[config.mk]
export PLATFORM = sky130hd
export DESIGN_NAME = sm_decoder
export DESIGN_NICKNAME = d
export VERILOG_FILES = /design/src/rtl/sm_decoder_pkg.sv /design/src/rtl/sm_board_match.sv /design/src/rtl/sm_slot_decode.sv /design/src/rtl/sm_bit_regs.sv /design/src/rtl/sm_decoder.sv
export SDC_FILE = /design/constraint.sdc
export NUM_CORES = 1
export LEC_CHECK = 0
export BUFFER_PORTS_ARGS = -buffer_cell sky130_fd_sc_hd__buf_2
export CAP_MARGIN = 0
export CORE_MARGIN = 2
export CORE_UTILIZATION = 28
export DETAILED_ROUTE_END_ITERATION = 8
export GPL_TIMING_DRIVEN = 0
export PLACE_DENSITY = 0.79
export SYNTH_ARGS = -nofsm -noshare
export SYNTH_HDL_FRONTEND = slang
export SYNTH_HIERARCHICAL = 1
export SYNTH_SLANG_ARGS = --single-unit
[constraint.sdc]
create_clock -name clk -period 1.5 [get_ports clk]
set_input_delay 0.075 -clock clk [delete_from_list [all_inputs] [get_ports clk]]
set_output_delay 0.075 -clock clk [all_outputs]
set_load 0.01 [all_outputs]
[src/rtl/sm_decoder_pkg.sv]
package sm_decoder_pkg;
   typedef struct packed {
      logic flg_wr;
      logic flg_rd;
      logic ctl_wr;
      logic ctl_rd;
      logic mem_wr;
      logic mem_rd;
   } sel_t;

   localparam sel_t SEL_NONE = '0;
endpackage

[src/rtl/sm_board_match.sv]
module sm_board_match #(
   parameter int ADDR_W = 21,
   parameter int ZERO_LO = 16
) (
   input  logic [ADDR_W-1:0] addr,
   input  logic              ext_en,
   output logic              hit
);
   localparam int ZERO_HI = ADDR_W - 2;

   initial begin
      if (ZERO_LO > ZERO_HI) $error("sm_board_match: empty zero field");
   end

   always_comb begin
      hit = addr[ADDR_W-1] && ext_en && (addr[ZERO_HI:ZERO_LO] == '0);
   end
endmodule

[src/rtl/sm_slot_decode.sv]
module sm_slot_decode
   import sm_decoder_pkg::*;
#(
   parameter int              OFS_W    = 16,
   parameter int              WIN_BITS = 12,
   parameter logic [OFS_W-1:0] CTL_OFS = 16'h1000,
   parameter logic [OFS_W-1:0] FLG_OFS = 16'h1002
) (
   input  logic             hit,
   input  logic [OFS_W-1:0] ofs,
   input  logic             rd_n,
   input  logic             wr_n,
   output sel_t             sel
);
   logic is_rd, is_wr, in_mem, in_ctl, in_flg;

   always_comb begin
      is_rd  = hit && !rd_n && wr_n;
      is_wr  = hit && !wr_n && rd_n;
      in_mem = (ofs[OFS_W-1:WIN_BITS] == '0);
      in_ctl = (ofs == CTL_OFS);
      in_flg = (ofs == FLG_OFS);
      sel        = SEL_NONE;
      sel.mem_rd = is_rd && in_mem;
      sel.mem_wr = is_wr && in_mem;
      sel.ctl_rd = is_rd && in_ctl;
      sel.ctl_wr = is_wr && in_ctl;
      sel.flg_rd = is_rd && in_flg;
      sel.flg_wr = is_wr && in_flg;
   end
endmodule

[src/rtl/sm_bit_regs.sv]
module sm_bit_regs #(
   parameter bit SET_WINS = 1'b1
) (
   input  logic clk,
   input  logic rst,
   input  logic ctl_we,
   input  logic flg_we,
   input  logic flg_re,
   input  logic host_bit,
   input  logic far_wr,
   input  logic far_bit,
   output logic ctl_q,
   output logic flg_q,
   output logic stat_q
);
   always_ff @(posedge clk) begin
      if (rst) begin
         ctl_q <= 1'b0;
         flg_q <= 1'b0;
      end else begin
         if (ctl_we) ctl_q <= host_bit;
         if (far_wr)      flg_q <= far_bit;
         else if (flg_we) flg_q <= host_bit;
      end
   end

   generate
      if (SET_WINS) begin : g_set_wins
         always_ff @(posedge clk) begin
            if (rst)         stat_q <= 1'b0;
            else if (far_wr) stat_q <= 1'b1;
            else if (flg_re) stat_q <= 1'b0;
         end
      end else begin : g_clear_wins
         always_ff @(posedge clk) begin
            if (rst)         stat_q <= 1'b0;
            else if (flg_re) stat_q <= 1'b0;
            else if (far_wr) stat_q <= 1'b1;
         end
      end
   endgenerate
endmodule

[src/rtl/sm_decoder.sv]
module sm_decoder
   import sm_decoder_pkg::*;
#(
   parameter int ADDR_W     = 21,
   parameter int DATA_W     = 16,
   parameter int OFS_W      = 16,
   parameter int WIN_BITS   = 12,
   parameter int ZERO_LO    = 16,
   parameter int STATUS_BIT = 7,
   parameter bit SET_WINS   = 1'b1,
   localparam int WA_W      = WIN_BITS - 1
) (
   input  logic              clk,
   input  logic              rst,
   input  logic [ADDR_W-1:0] addr,
   input  logic              ext_en,
   input  logic              rd_n,
   input  logic              wr_n,
   input  logic [DATA_W-1:0] wdata,
   input  logic              far_wr,
   input  logic              far_bit,
   output logic              mem_rd_sel,
   output logic              mem_wr_sel,
   output logic              ctl_rd_sel,
   output logic              ctl_wr_sel,
   output logic              flg_rd_sel,
   output logic              flg_wr_sel,
   output logic [WA_W-1:0]   mem_word_addr,
   output logic [DATA_W-1:0] rdata
);
   initial begin
      if (STATUS_BIT < 1 || STATUS_BIT >= DATA_W) $error("sm_decoder: STATUS_BIT out of range");
      if (WIN_BITS < 2 || WIN_BITS >= OFS_W)      $error("sm_decoder: WIN_BITS out of range");
      if (OFS_W > ZERO_LO)                        $error("sm_decoder: offset overlaps match field");
   end

   logic hit;
   sel_t sel;
   logic ctl_q, flg_q, stat_q;

   sm_board_match #(.ADDR_W(ADDR_W), .ZERO_LO(ZERO_LO)) u_match (
      .addr  (addr),
      .ext_en(ext_en),
      .hit   (hit)
   );

   sm_slot_decode #(.OFS_W(OFS_W), .WIN_BITS(WIN_BITS)) u_slots (
      .hit (hit),
      .ofs (addr[OFS_W-1:0]),
      .rd_n(rd_n),
      .wr_n(wr_n),
      .sel (sel)
   );

   sm_bit_regs #(.SET_WINS(SET_WINS)) u_regs (
      .clk     (clk),
      .rst     (rst),
      .ctl_we  (sel.ctl_wr),
      .flg_we  (sel.flg_wr),
      .flg_re  (sel.flg_rd),
      .host_bit(wdata[0]),
      .far_wr  (far_wr),
      .far_bit (far_bit),
      .ctl_q   (ctl_q),
      .flg_q   (flg_q),
      .stat_q  (stat_q)
   );

   always_comb begin
      mem_rd_sel    = sel.mem_rd;
      mem_wr_sel    = sel.mem_wr;
      ctl_rd_sel    = sel.ctl_rd;
      ctl_wr_sel    = sel.ctl_wr;
      flg_rd_sel    = sel.flg_rd;
      flg_wr_sel    = sel.flg_wr;
      mem_word_addr = addr[WIN_BITS-1:1];
      rdata         = '0;
      if (sel.ctl_rd) rdata[0] = ctl_q;
      if (sel.flg_rd) begin
         rdata[0]          = flg_q;
         rdata[STATUS_BIT] = stat_q;
      end
   end
endmodule

* After elaboration in Yosys (flattened, before gate mapping)
Cells that the tools add are included. Widths: inputs -> output; s select.
Operators by class: multiplexer cells 7, reduce and logical (&&, ||, !) cells 18, equal/unequal tests 2
Operator list (number):
- $eq 16x13->1 const B | 2
- $logic_and 1x1->1 | 12
- $logic_not 4->1 | 2
- $mux 1 | 7
- $reduce_bool 2->1 | 2
- $logic_not 1->1 | 2
Word-level totals: register bits after elaboration 3, logic and storage cells 30, input bits 44, output and inout bits 33

* Logic depth before layout (Yosys ltp)
depth after elaboration 7, gate-level depth with buffers 7, mapped depth without buffers 7

* Cells and area by module
The synthesis kept the hierarchy.
By module, submodules not included:
- sm_decoder | sequential area each 0.0 um^2, cells each 30, area an instance 210.2 um^2, times used 1
- sm_slot_decode | sequential area each 0.0 um^2, cells each 15, area an instance 150.1 um^2, times used 1
- sm_bit_regs | sequential area each 60.1 um^2, cells each 11, area an instance 117.6 um^2, times used 1
- sm_board_match | sequential area each 0.0 um^2, cells each 2, area an instance 12.5 um^2, times used 1

* Worst setup path after synthesis
No wires, ideal clock.
kind input to register, from input addr[19], to register u_regs.flg_q, stages on the path 7, library setup time 0.123 ns, arrival 1.474 ns, required time 1.377 ns, buffers on the path 0, setup slack -0.096 ns, path through nor4_1 -> and3_1 -> nand3b_1 -> nand4b_1 -> nor3_1 -> mux2i_1 -> a211oi_2
On the way: cells in the longest elaborated chain, start to end 6
Ends and longest elaborated chain:
- start: declaration | line sm_decoder.sv:15 | input logic [ADDR_W-1:0] addr,
- $logic_not 4->1 | line sm_board_match.sv:16 | hit = addr[ADDR_W-1] && ext_en && (addr[ZERO_HI:ZERO_LO] == '0);
- $logic_and 1x1->1 | line sm_board_match.sv:16
- named net hit | line sm_decoder.sv:37 | logic hit;
- $logic_and 1x1->1 (2 in series) | line sm_slot_decode.sv:19 | is_wr = hit && !wr_n && rd_n;
- $logic_and 1x1->1 | line sm_slot_decode.sv:29 | sel.flg_wr = is_wr && in_flg;
- named net flg_wr_sel | line sm_decoder.sv:27 | output logic flg_wr_sel,
- $reduce_bool 2->1 (no source line)
- end signal: assignment | line sm_bit_regs.sv:22 | if (far_wr) flg_q <= far_bit;
- end signal: assignment | line sm_bit_regs.sv:23 | else if (flg_we) flg_q <= host_bit;
- end: declaration | line sm_bit_regs.sv:13 | output logic flg_q,
The timed path passes the listed nets, and every way through them passes these cells. A chain may end at the register's enable or synchronous reset.

* Worst setup path after layout
from input addr[16], to output ctl_wr_sel
On the way: cells in the longest elaborated chain, start to end 5
Ends and longest elaborated chain:
- $logic_not 4->1 | line sm_board_match.sv:16
- $logic_and 1x1->1 | line sm_board_match.sv:16
- named net hit | line sm_decoder.sv:37
- $logic_and 1x1->1 (2 in series) | line sm_slot_decode.sv:19
- $logic_and 1x1->1 | line sm_slot_decode.sv:27 | sel.ctl_wr = is_wr && in_ctl;
- end: declaration | line sm_decoder.sv:25 | output logic ctl_wr_sel,
The timed path passes the listed nets, and every way through them passes these cells.

==> reports/metrics.yaml <==
place:
  routabilityCongestion: 0.739
  io_buffers: 47
  hpwlAfterDp_um: 1090
pwr:
  finalPower_w: 0.000396
  cellPowerDensity_nw_per_um2: 441
  p_leak_nw: 0.514
  peakVddDrop_mv: 0.232
clock_network:
  cts_max_level: 1
  cts_num_sinks: 3
  clk_latency_ns: 0.23
  cts_buffer_depth: 2
  cts_buffers: 3
  cts_root_buf: "clkbuf_4"
  clk_pin_slew_worst_paths_ns: 0.04
  ctsHoldBuffers: 0
  cts_tree: "done"
global_routing:
  grt-ovfl-total: 0
  grt_use_total_pct: 11.5
  grt_pass1_vias: 490
  grt_first_pass_wirelength_um: 1760
  antenna_found_initial: 0
  grt_max_degree: 6
setup_path:
  crit_required_ns: 1.42
  cp-end-kind: "output pin"
  criticalPathCategory: "in2out"
  worst-path-buf-inv: 2
  crit_family: "simple AND/OR/NAND/NOR gates"
  cp_slowest_stage_delay_ns: 0.26
  crit_path_max_fanout: 2
  cp_cell_sequence: "buf_6, nor4_4, and3_4, nand3b_1, nand4b_1, nor3_2, buf_2"
  startpoint_type: "input port"
  slowest_stage: "nor4_4"
  cp.arrival_ns: 1.34
timing:
  fin_crit_sh_pct: 94.3
  rsz0062_at_grt: "yes"
  whs_ns: 0.0377
  max_freq_ghz: 0.707
  slew_violations: 0
  setup_viol: 0
  finClkSkew_ns: 0
  period_needed_ns: 1.41
  finalHoldViolCount: 0
synthesis:
  ys_seq_area_share_pct: 12.2
  synth_edf_count: 0
  netlist_area_um2: 490
  syn_inst: 58
  synth_flop_cell: "dfxtp_1"
  ys_ff_latch: 3
  synth.avg_cell_area_um2: 8.46
  synthArstFlopShare_pct: 0
  yosysWarnings: 6
  synth.distinct_cells: 23
floorplanning:
  placementRows: 15
  core_um2: 1690
  fp.dieH_um: 45.9
  io_pins: 77
  dieArea_um2: 2100
  start_util_pct: 29.0
  die_w_um: 45.9
drt:
  drt_iter0_drc: 4
  wirelength_um: 1240
  firstDrtPassIters: 3
  ant_nets: 0
  route.detailed.drc: 0
  wl_per_cell_um: 8.85
  vias: 559
  avgViaCountPerCell: 3.99
job:
  maxCapViolCount: 0
finish:
  multi_input_area_um2: 339
  area_delta_synth_final_pct: 82.9
  final_common_cell: "buf_2"
  layout_common_cells: "buf_2 (45), buf_4 (26), conb_1 (14)"
  diodes: 0
  seq_area_um2: 60.1
  drive_gt1_share_pct: 71.5
  layout.nets: 168
  nFillCells: 161
outcome:
  status: "finished, final reports clean"
hold_path:
  hp-class: "in2reg"
routing by layer:
| layer | vias to the layer above | share of wire, % | global-route usage, % |
|---|---|---|---|
| met5 | - | 0 | 0 |
| met4 | 0 | 0 | 6.86 |
| met3 | 0 | 9.9 | 2.78 |
| met2 | 31 | 57 | 22.5 |
| met1 | 236 | 33 | 10.1 |
| li1 | 292 | - | - |
power by group:
group	leakage [nW]	switching, W	total [W]	internal, W
Combinational	0.474	0.0000747	0.000169	0.0000941
Sequential	0.0248	0.00000175	0.0000858	0.0000840
Clock	0.0150	0.0000417	0.000141	0.0000997
worst reg2reg max path: stages, from the launching register on:
cell	delay, ns
dfxtp_1	0.32
mux2i_1	0.08
a211oi_2	0.21
cell families (layout without fill, tap and decap cells):
group | count (synthesis) | after routing | synth area share, %
other cells | 1 | 14 | 0.765
mux | 2 | 2 | 4.08
buf+inv | 27 | 79 | 39.8
flops | 3 | 3 | 12.2
simple gates | 22 | 22 | 38.5
compound gates | 3 | 3 | 4.59
timing repair:
action | 4_1_cts | 5_1_grt
pin swaps | 0 | 6
setup buffers | 0 | 1
hold endpoints to repair | 0 | 0
gates resized for setup | 1 | 8
setup endpoints to repair | 2 | 5
flip-flops by register name (all words and copies together) (netlist names):
register       flops
u_regs/flg_q       1
u_regs/ctl_q       1
u_regs/stat_q      1
path summary, 6_finish.rpt:
check | from | endpoint | slack (ns) | cells past startpoint
setup / recovery | addr[16] | ctl_wr_sel | 0.09 | 7
hold / removal | rst | u_regs/flg_q$_SDFFE_PP0P_ | 0.04 | 2
setup reg to reg | u_regs/flg_q$_SDFFE_PP0P_ | u_regs/flg_q$_SDFFE_PP0P_ | 0.82 | 2
hold reg to reg | u_regs/stat_q$_SDFFE_PP0P_ | u_regs/stat_q$_SDFFE_PP0P_ | 0.48 | 2
area by class of cell:
cell class / count / area share (%)
multi-input combinational: 41 / 37.8
timing repair buffer: 48 / 28.5
buffer: 25 / 20.9
sequential: 3 / 6.69
clock buffer: 4 / 2.93
tap: 17 / 2.37
inverter: 2 / 0.837
cells in the mapped netlist, drive strengths merged (2+ instances only):
library cell,n,area (um2)
nand4b,2,32.5
nand3b,2,15.0
inv,2,7.51
nor3,6,30.0
nand2,2,7.51
mux2i,2,20.0
buf,25,188
nor4,3,40.0
dfxtp,3,60.1
per-stage QoR:
step | area [um2] | setup TNS (ns) | setup slack, ns | instances | util [%]
after global routing | 897 | -0.0559 | -0.0495 | 140 | 53.1
after detailed placement | 806 | -0.382 | -0.127 | 135 | 47.7
after global placement | 806 | -0.215 | -0.112 | 135 | 47.7
final | 897 | 0 | 0.0860 | 140 | 53.1
after CTS | 837 | 0 | 0.0312 | 139 | 49.6
after floorplan | 549 | 0 | 0.00853 | 71 | -
Note: power is estimated with default switching activity, not from simulation.
